==> config.mk <==
export PLATFORM = sky130hd
export DESIGN_NAME = iaddr_unit
export DESIGN_NICKNAME = d
export VERILOG_FILES = /design/src/rtl/iaddr_pkg.sv /design/src/rtl/iaddr_arb.sv /design/src/rtl/iaddr_retstack.sv /design/src/rtl/iaddr_unit.sv
export SDC_FILE = /design/constraint.sdc
export NUM_CORES = 1
export LEC_CHECK = 0
export BUFFER_PORTS_ARGS = -buffer_cell sky130_fd_sc_hd__buf_4
export CAP_MARGIN = 20
export CORE_UTILIZATION = 50
export CTS_BUF_LIST = sky130_fd_sc_hd__clkbuf_8
export DETAILED_ROUTE_END_ITERATION = 16
export PLACE_DENSITY = 0.73
export SLEW_MARGIN = 20
export SYNTH_ARGS = -nofsm -noshare
export SYNTH_HDL_FRONTEND = slang
export SYNTH_SLANG_ARGS = --single-unit
==> constraint.sdc <==
create_clock -name clk -period 2.7 [get_ports clk]
set_input_delay 0.405 -clock clk [delete_from_list [all_inputs] [get_ports clk]]
set_output_delay 0.405 -clock clk [all_outputs]
set_load 0.01 [all_outputs]
==> src/rtl/iaddr_pkg.sv <==
package iaddr_pkg;
  typedef enum logic [2:0] {
    ACT_SEQ  = 3'd0,
    ACT_IRQ  = 3'd1,
    ACT_CALL = 3'd2,
    ACT_JMP  = 3'd3,
    ACT_RET  = 3'd4,
    ACT_RETI = 3'd5
  } act_e;
endpackage

==> src/rtl/iaddr_arb.sv <==
module iaddr_arb
  import iaddr_pkg::*;
(
  input  logic irq_take,
  input  logic call_req,
  input  logic jmp_req,
  input  logic ret_req,
  input  logic reti_req,
  output act_e act,
  output logic push,
  output logic pop
);
  always_comb begin
    if (irq_take)      act = ACT_IRQ;
    else if (call_req) act = ACT_CALL;
    else if (jmp_req)  act = ACT_JMP;
    else if (ret_req)  act = ACT_RET;
    else if (reti_req) act = ACT_RETI;
    else               act = ACT_SEQ;
  end

  assign push = (act == ACT_IRQ) || (act == ACT_CALL);
  assign pop  = (act == ACT_RET) || (act == ACT_RETI);

  // a lower-priority request never wins over a higher one
  always_comb begin
    if (irq_take) assert (act == ACT_IRQ) else $error("p_irq_wins_r9");
    if (!irq_take && call_req) assert (act == ACT_CALL) else $error("p_call_wins_r9");
    assert (!(push && pop)) else $error("p_push_pop_excl_r9");
  end
endmodule

==> src/rtl/iaddr_retstack.sv <==
module iaddr_retstack #(
  parameter int W     = 13,
  parameter int DEPTH = 8
) (
  input  logic         clk,
  input  logic         rst_n,
  input  logic         push,
  input  logic         pop,
  input  logic [W-1:0] wdata,
  output logic [W-1:0] top
);
  localparam int PTR_W = (DEPTH > 1) ? $clog2(DEPTH) : 1;
  localparam logic [PTR_W-1:0] LAST = PTR_W'(DEPTH - 1);

  logic [PTR_W-1:0] ptr;
  logic [PTR_W-1:0] ptr_inc, ptr_dec;
  logic [W-1:0]     slot [DEPTH];

  assign ptr_inc = (ptr == LAST) ? '0 : ptr + 1'b1;
  assign ptr_dec = (ptr == '0) ? LAST : ptr - 1'b1;
  assign top     = slot[ptr_dec];

  always_ff @(posedge clk or negedge rst_n) begin
    if (!rst_n)    ptr <= '0;
    else if (push) ptr <= ptr_inc;
    else if (pop)  ptr <= ptr_dec;
  end

  for (genvar i = 0; i < DEPTH; i++) begin : g_slot
    always_ff @(posedge clk or negedge rst_n) begin
      if (!rst_n) slot[i] <= '0;
      else if (push && ptr == PTR_W'(i)) slot[i] <= wdata;
    end
  end

  // pointer moves one slot per push or pop and wraps around
  p_push_step_r10: assert property (@(posedge clk) disable iff (!rst_n)
    push |=> ptr == (($past(ptr) == LAST) ? '0 : $past(ptr) + 1'b1));
  p_pop_step_r10: assert property (@(posedge clk) disable iff (!rst_n)
    pop |=> ptr == (($past(ptr) == '0) ? LAST : $past(ptr) - 1'b1));
  p_idle_hold_r9: assert property (@(posedge clk) disable iff (!rst_n)
    (!push && !pop) |=> $stable(ptr));
endmodule

==> src/rtl/iaddr_unit.sv <==
module iaddr_unit
  import iaddr_pkg::*;
#(
  parameter int          PC_W    = 13,
  parameter int          MEM_W   = 12,
  parameter int          DEPTH   = 8,
  parameter logic [12:0] RST_VEC = 13'h0000,
  parameter logic [12:0] IRQ_VEC = 13'h0004
) (
  input  logic             clk,
  input  logic             rst_n,
  input  logic             irq_take,
  input  logic             call_req,
  input  logic             jmp_req,
  input  logic             ret_req,
  input  logic             reti_req,
  input  logic [PC_W-1:0]  tgt_addr,
  output logic [PC_W-1:0]  pc_q,
  output logic [MEM_W-1:0] fetch_addr,
  output logic             reti_flag
);
  localparam logic [PC_W-1:0] RST_PC = PC_W'(RST_VEC);
  localparam logic [PC_W-1:0] IRQ_PC = PC_W'(IRQ_VEC);

  act_e            act;
  logic            push, pop;
  logic [PC_W-1:0] pc_inc, pc_nxt, stk_top;

  iaddr_arb u_arb (
    .irq_take (irq_take),
    .call_req (call_req),
    .jmp_req  (jmp_req),
    .ret_req  (ret_req),
    .reti_req (reti_req),
    .act      (act),
    .push     (push),
    .pop      (pop)
  );

  assign pc_inc = pc_q + 1'b1;

  iaddr_retstack #(.W(PC_W), .DEPTH(DEPTH)) u_stk (
    .clk   (clk),
    .rst_n (rst_n),
    .push  (push),
    .pop   (pop),
    .wdata (pc_inc),
    .top   (stk_top)
  );

  always_comb begin
    unique case (act)
      ACT_IRQ:            pc_nxt = IRQ_PC;
      ACT_CALL, ACT_JMP:  pc_nxt = tgt_addr;
      ACT_RET, ACT_RETI:  pc_nxt = stk_top;
      default:            pc_nxt = pc_inc;
    endcase
  end

  always_ff @(posedge clk or negedge rst_n) begin
    if (!rst_n) begin
      pc_q      <= RST_PC;
      reti_flag <= 1'b0;
    end else begin
      pc_q      <= pc_nxt;
      reti_flag <= (act == ACT_RETI);
    end
  end

  if (MEM_W < PC_W) begin : g_alias
    assign fetch_addr = pc_q[MEM_W-1:0];
  end else begin : g_full
    assign fetch_addr = MEM_W'(pc_q);
  end

  // reset holds the entry point
  always @(posedge clk) begin
    if (!rst_n) assert (pc_q == RST_PC && !reti_flag) else $error("p_reset_vec_r1");
  end
  p_seq_step_r2: assert property (@(posedge clk) disable iff (!rst_n)
    (!irq_take && !call_req && !jmp_req && !ret_req && !reti_req)
      |=> pc_q == PC_W'($past(pc_q) + 1'b1));
  p_jmp_tgt_r4: assert property (@(posedge clk) disable iff (!rst_n)
    (jmp_req && !irq_take && !call_req) |=> pc_q == $past(tgt_addr));
  p_call_tgt_r5: assert property (@(posedge clk) disable iff (!rst_n)
    (call_req && !irq_take) |=> pc_q == $past(tgt_addr));
  p_reti_pulse_r7: assert property (@(posedge clk) disable iff (!rst_n)
    reti_flag |-> $past(reti_req && !irq_take && !call_req && !jmp_req && !ret_req));
  p_irq_vec_r8: assert property (@(posedge clk) disable iff (!rst_n)
    irq_take |=> pc_q == IRQ_PC);
endmodule

==> flow_summary.toml <==
[outcome]
outcome = "finished with violations"
violations = "DRC"

[logic_synthesis]
ys_types = 45
avgSynthCellArea_um2 = 9.47
syn_inst = 627
synth_ff_type = "dfrtp_1"
synth_edf_count = 0
synth_fp_nets = 655
syn_area_um2 = 5940
synth-seq-cells = 121
synth_warnings = 0
yosysSeqAreaShare_pct = 51.0
async_reset_ff_share_pct = 100

[timing]
post-route-period-util_pct = 83.1
setup_viol = 0
finalHoldViolCount = 0
tightest_slew_ns = 0.767
slew_violations = 0
rsz0062_at_grt = "no"
max_slew_margin_pct = 48.9
min_period_ns = 2.24
maxClockFrequency_mhz = 446
fin_tns_setup_ns = 0
clock_skew_ns = 0.0111

[clocking]
clockRootBuffer = "clkbuf_8"
cts.htree.levels = 4
insertion_delay_ns = 0.45
tritoncts = "built"
ctsLongestPathBuffers = 2
cts.hold.buffers_added = 1
cts_resized = 0
post_cts_buffers = 0
cts_sinks = 121
clkTransAtPathRegs_ns = 0.08
numCtsBuffers = 17

[global_routing]
grt-ovfl-total = 0
grt_pass1_vias = 4859
grt_pass1_wl_mm = 25.8
antenna_found_initial = 0
grt_max_degree = 62
track_usage_pct = 27.3

[routing]
wl_met2_mm = 7.61
post-route-drc-count = 4
top_layer = "met4"
drtAntennaViolNets = 0
wl_mm = 15.6
avgRoutedWirePerCell_um = 18.9
drt_iter0_drc = 408
vias_per_cell = 5.88
drt-met1-wl_mm = 6.58
drt_first_pass_iters = 11
met3_length_um = 998
num_vias = 4849

[worst_hold_path]
min_path_type = "input port to flip-flop"

[setup_path]
arrival_ns = 2.59
crit_family = "compound AO/OA/AOI/OAI gates"
critPathSlowestCell = "buf_4"
crit_type = "flip-flop to flip-flop"
critical_path_required_ns = 3.04
cp-start-kind = "flip-flop"
end_kind = "flip-flop"
worst-path-buf-inv = 1
cp_max_fo = 61
worst_path_largest_cell_delay_ns = 0.62
crit_chain = "buf_4 -> nand2_1 -> o221ai_1 -> a21oi_1 -> o31a_1"

[power_and_ir_drop]
peakVddDrop_mv = 0.607
power.leakage_nw = 3.08
power_density_nw_per_um2 = 1190

[finish]
synthToLayoutAreaGrowth_pct = 14.7
antenna-diode-count = 0
nets = 697
drive_gt1_share_pct = 20.2
final_util_pct = 59.2

[floorplanning]
rows = 39
die_height_um = 111
io_pins = 46
start_util_pct = 51.6
die_w_um = 111
core_area_um2 = 11500
dieArea_um2 = 12300

[placed_design]
dpl.hpwl_mm = 10.8
numPortBuffers = 45
gp_congestion = 0.903

[flow_run]
max_cap_viol_count = 0
-- report_power, final --
part	switching [W]	internal, W
registers	0.000476	0.00255
clock network	0.000802	0.000836
logic	0.00207	0.00137
total	0.00335	0.00476
-- cell usage after synthesis (8+ instances only) --
cell | count | area share, %
nor2_1 | 21 | 1.3
a21oi_1 | 19 | 1.6
buf_2 | 14 | 1.2
dfrtp_1 | 121 | 51
mux2_2 | 26 | 4.9
o21ai_0 | 126 | 11
ha_1 | 8 | 1.7
or3_1 | 12 | 1.3
o22ai_1 | 13 | 1.4
a211oi_1 | 9 | 1.1
buf_4 | 15 | 1.9
nand3_1 | 8 | 0.67
mux2i_1 | 9 | 1.5
xor2_1 | 9 | 1.3
nand2_1 | 127 | 8.0
clkbuf_1 | 21 | 1.3
-- routing by layer --
layer / vias to the layer above / global-route usage, %
met2: 167 / 43.9
li1: 2297 / -
met3: 36 / 6.94
met5: - / 0
met1: 2349 / 35.1
met4: 0 / 11.8
-- metrics by stage --
step	instance area [um2]	setup WS (ns)	total power, W	hold WS [ns]	cells
after floorplan	5940	0.531	0.00533	0.109	627
after global placement	6410	0.520	0.00636	0.438	792
after detailed placement	6410	0.519	0.00645	0.448	792
after CTS	6810	0.520	0.00810	0.111	825
after global routing	6810	0.308	0.00868	0.115	825
final	6810	0.456	0.00810	0.125	825
-- worst paths after layout --
kind / startpoint / to / slack, ns / depth (start not counted)
setup reg to reg: u_stk.ptr[0] / pc_q[8] / 0.46 / 5
setup / recovery: u_stk.ptr[0] / pc_q[8] / 0.46 / 5
hold reg to reg: u_stk.slot[33] / u_stk.slot[33] / 0.48 / 2
hold / removal: ret_req / reti_flag / 0.12 / 2
max in group asynchronous: rst_n / pc_q[2] / 1.45 / 3
min in group asynchronous: rst_n / u_stk.slot[29] / 0.49 / 2
-- worst reg2reg max path, delay by kind of cell (launching register included) --
kind                   cells  cell delay (ns)
AOI/OAI and AO/OA          3             0.75
buffers and inverters      1             0.62
and+or+nand+nor            1             0.41
DFF                        1             0.36
-- kinds of logic (layout without fill, tap and decap cells) --
logic type	count (synthesis)	count (layout)	share of synthesized area, %
AO/OA/AOI/OAI	204	204	20.1
XOR/XNOR	11	11	1.62
adder cells (fa/ha/maj)	8	8	1.69
buffers and inverters	56	111	4.91
flip-flops	121	121	51.0
multiplexers	35	35	6.45
AND/OR/NAND/NOR	192	192	14.3
-- placed cells by master (no fill, tap or decap), drive strengths merged, types with 17 or more instances in the layout --
master	Yosys	layout
nor2	22	22
a21oi	20	20
mux2	26	26
o21ai	126	126
nand2	128	128
dfrtp	121	121
buf	30	73
clkbuf	21	17
-- state kept, by name, indices dropped and copies added, names as in the netlist --
register,flops
u_stk.slot,104
reti_flag,1
u_stk.ptr,3
pc_q,13
-- cell type report --
type / instances / area (um2)
clock buffers: 17 / 234
clock inverters: 15 / 163
fillers: 979 / 4700
inverters: 5 / 18.8
multi-input cells: 450 / 2620
flip-flops and latches: 121 / 3030
well taps: 143 / 179
repair buffers: 74 / 571
No activity file was read; power rests on OpenSTA's default activity.
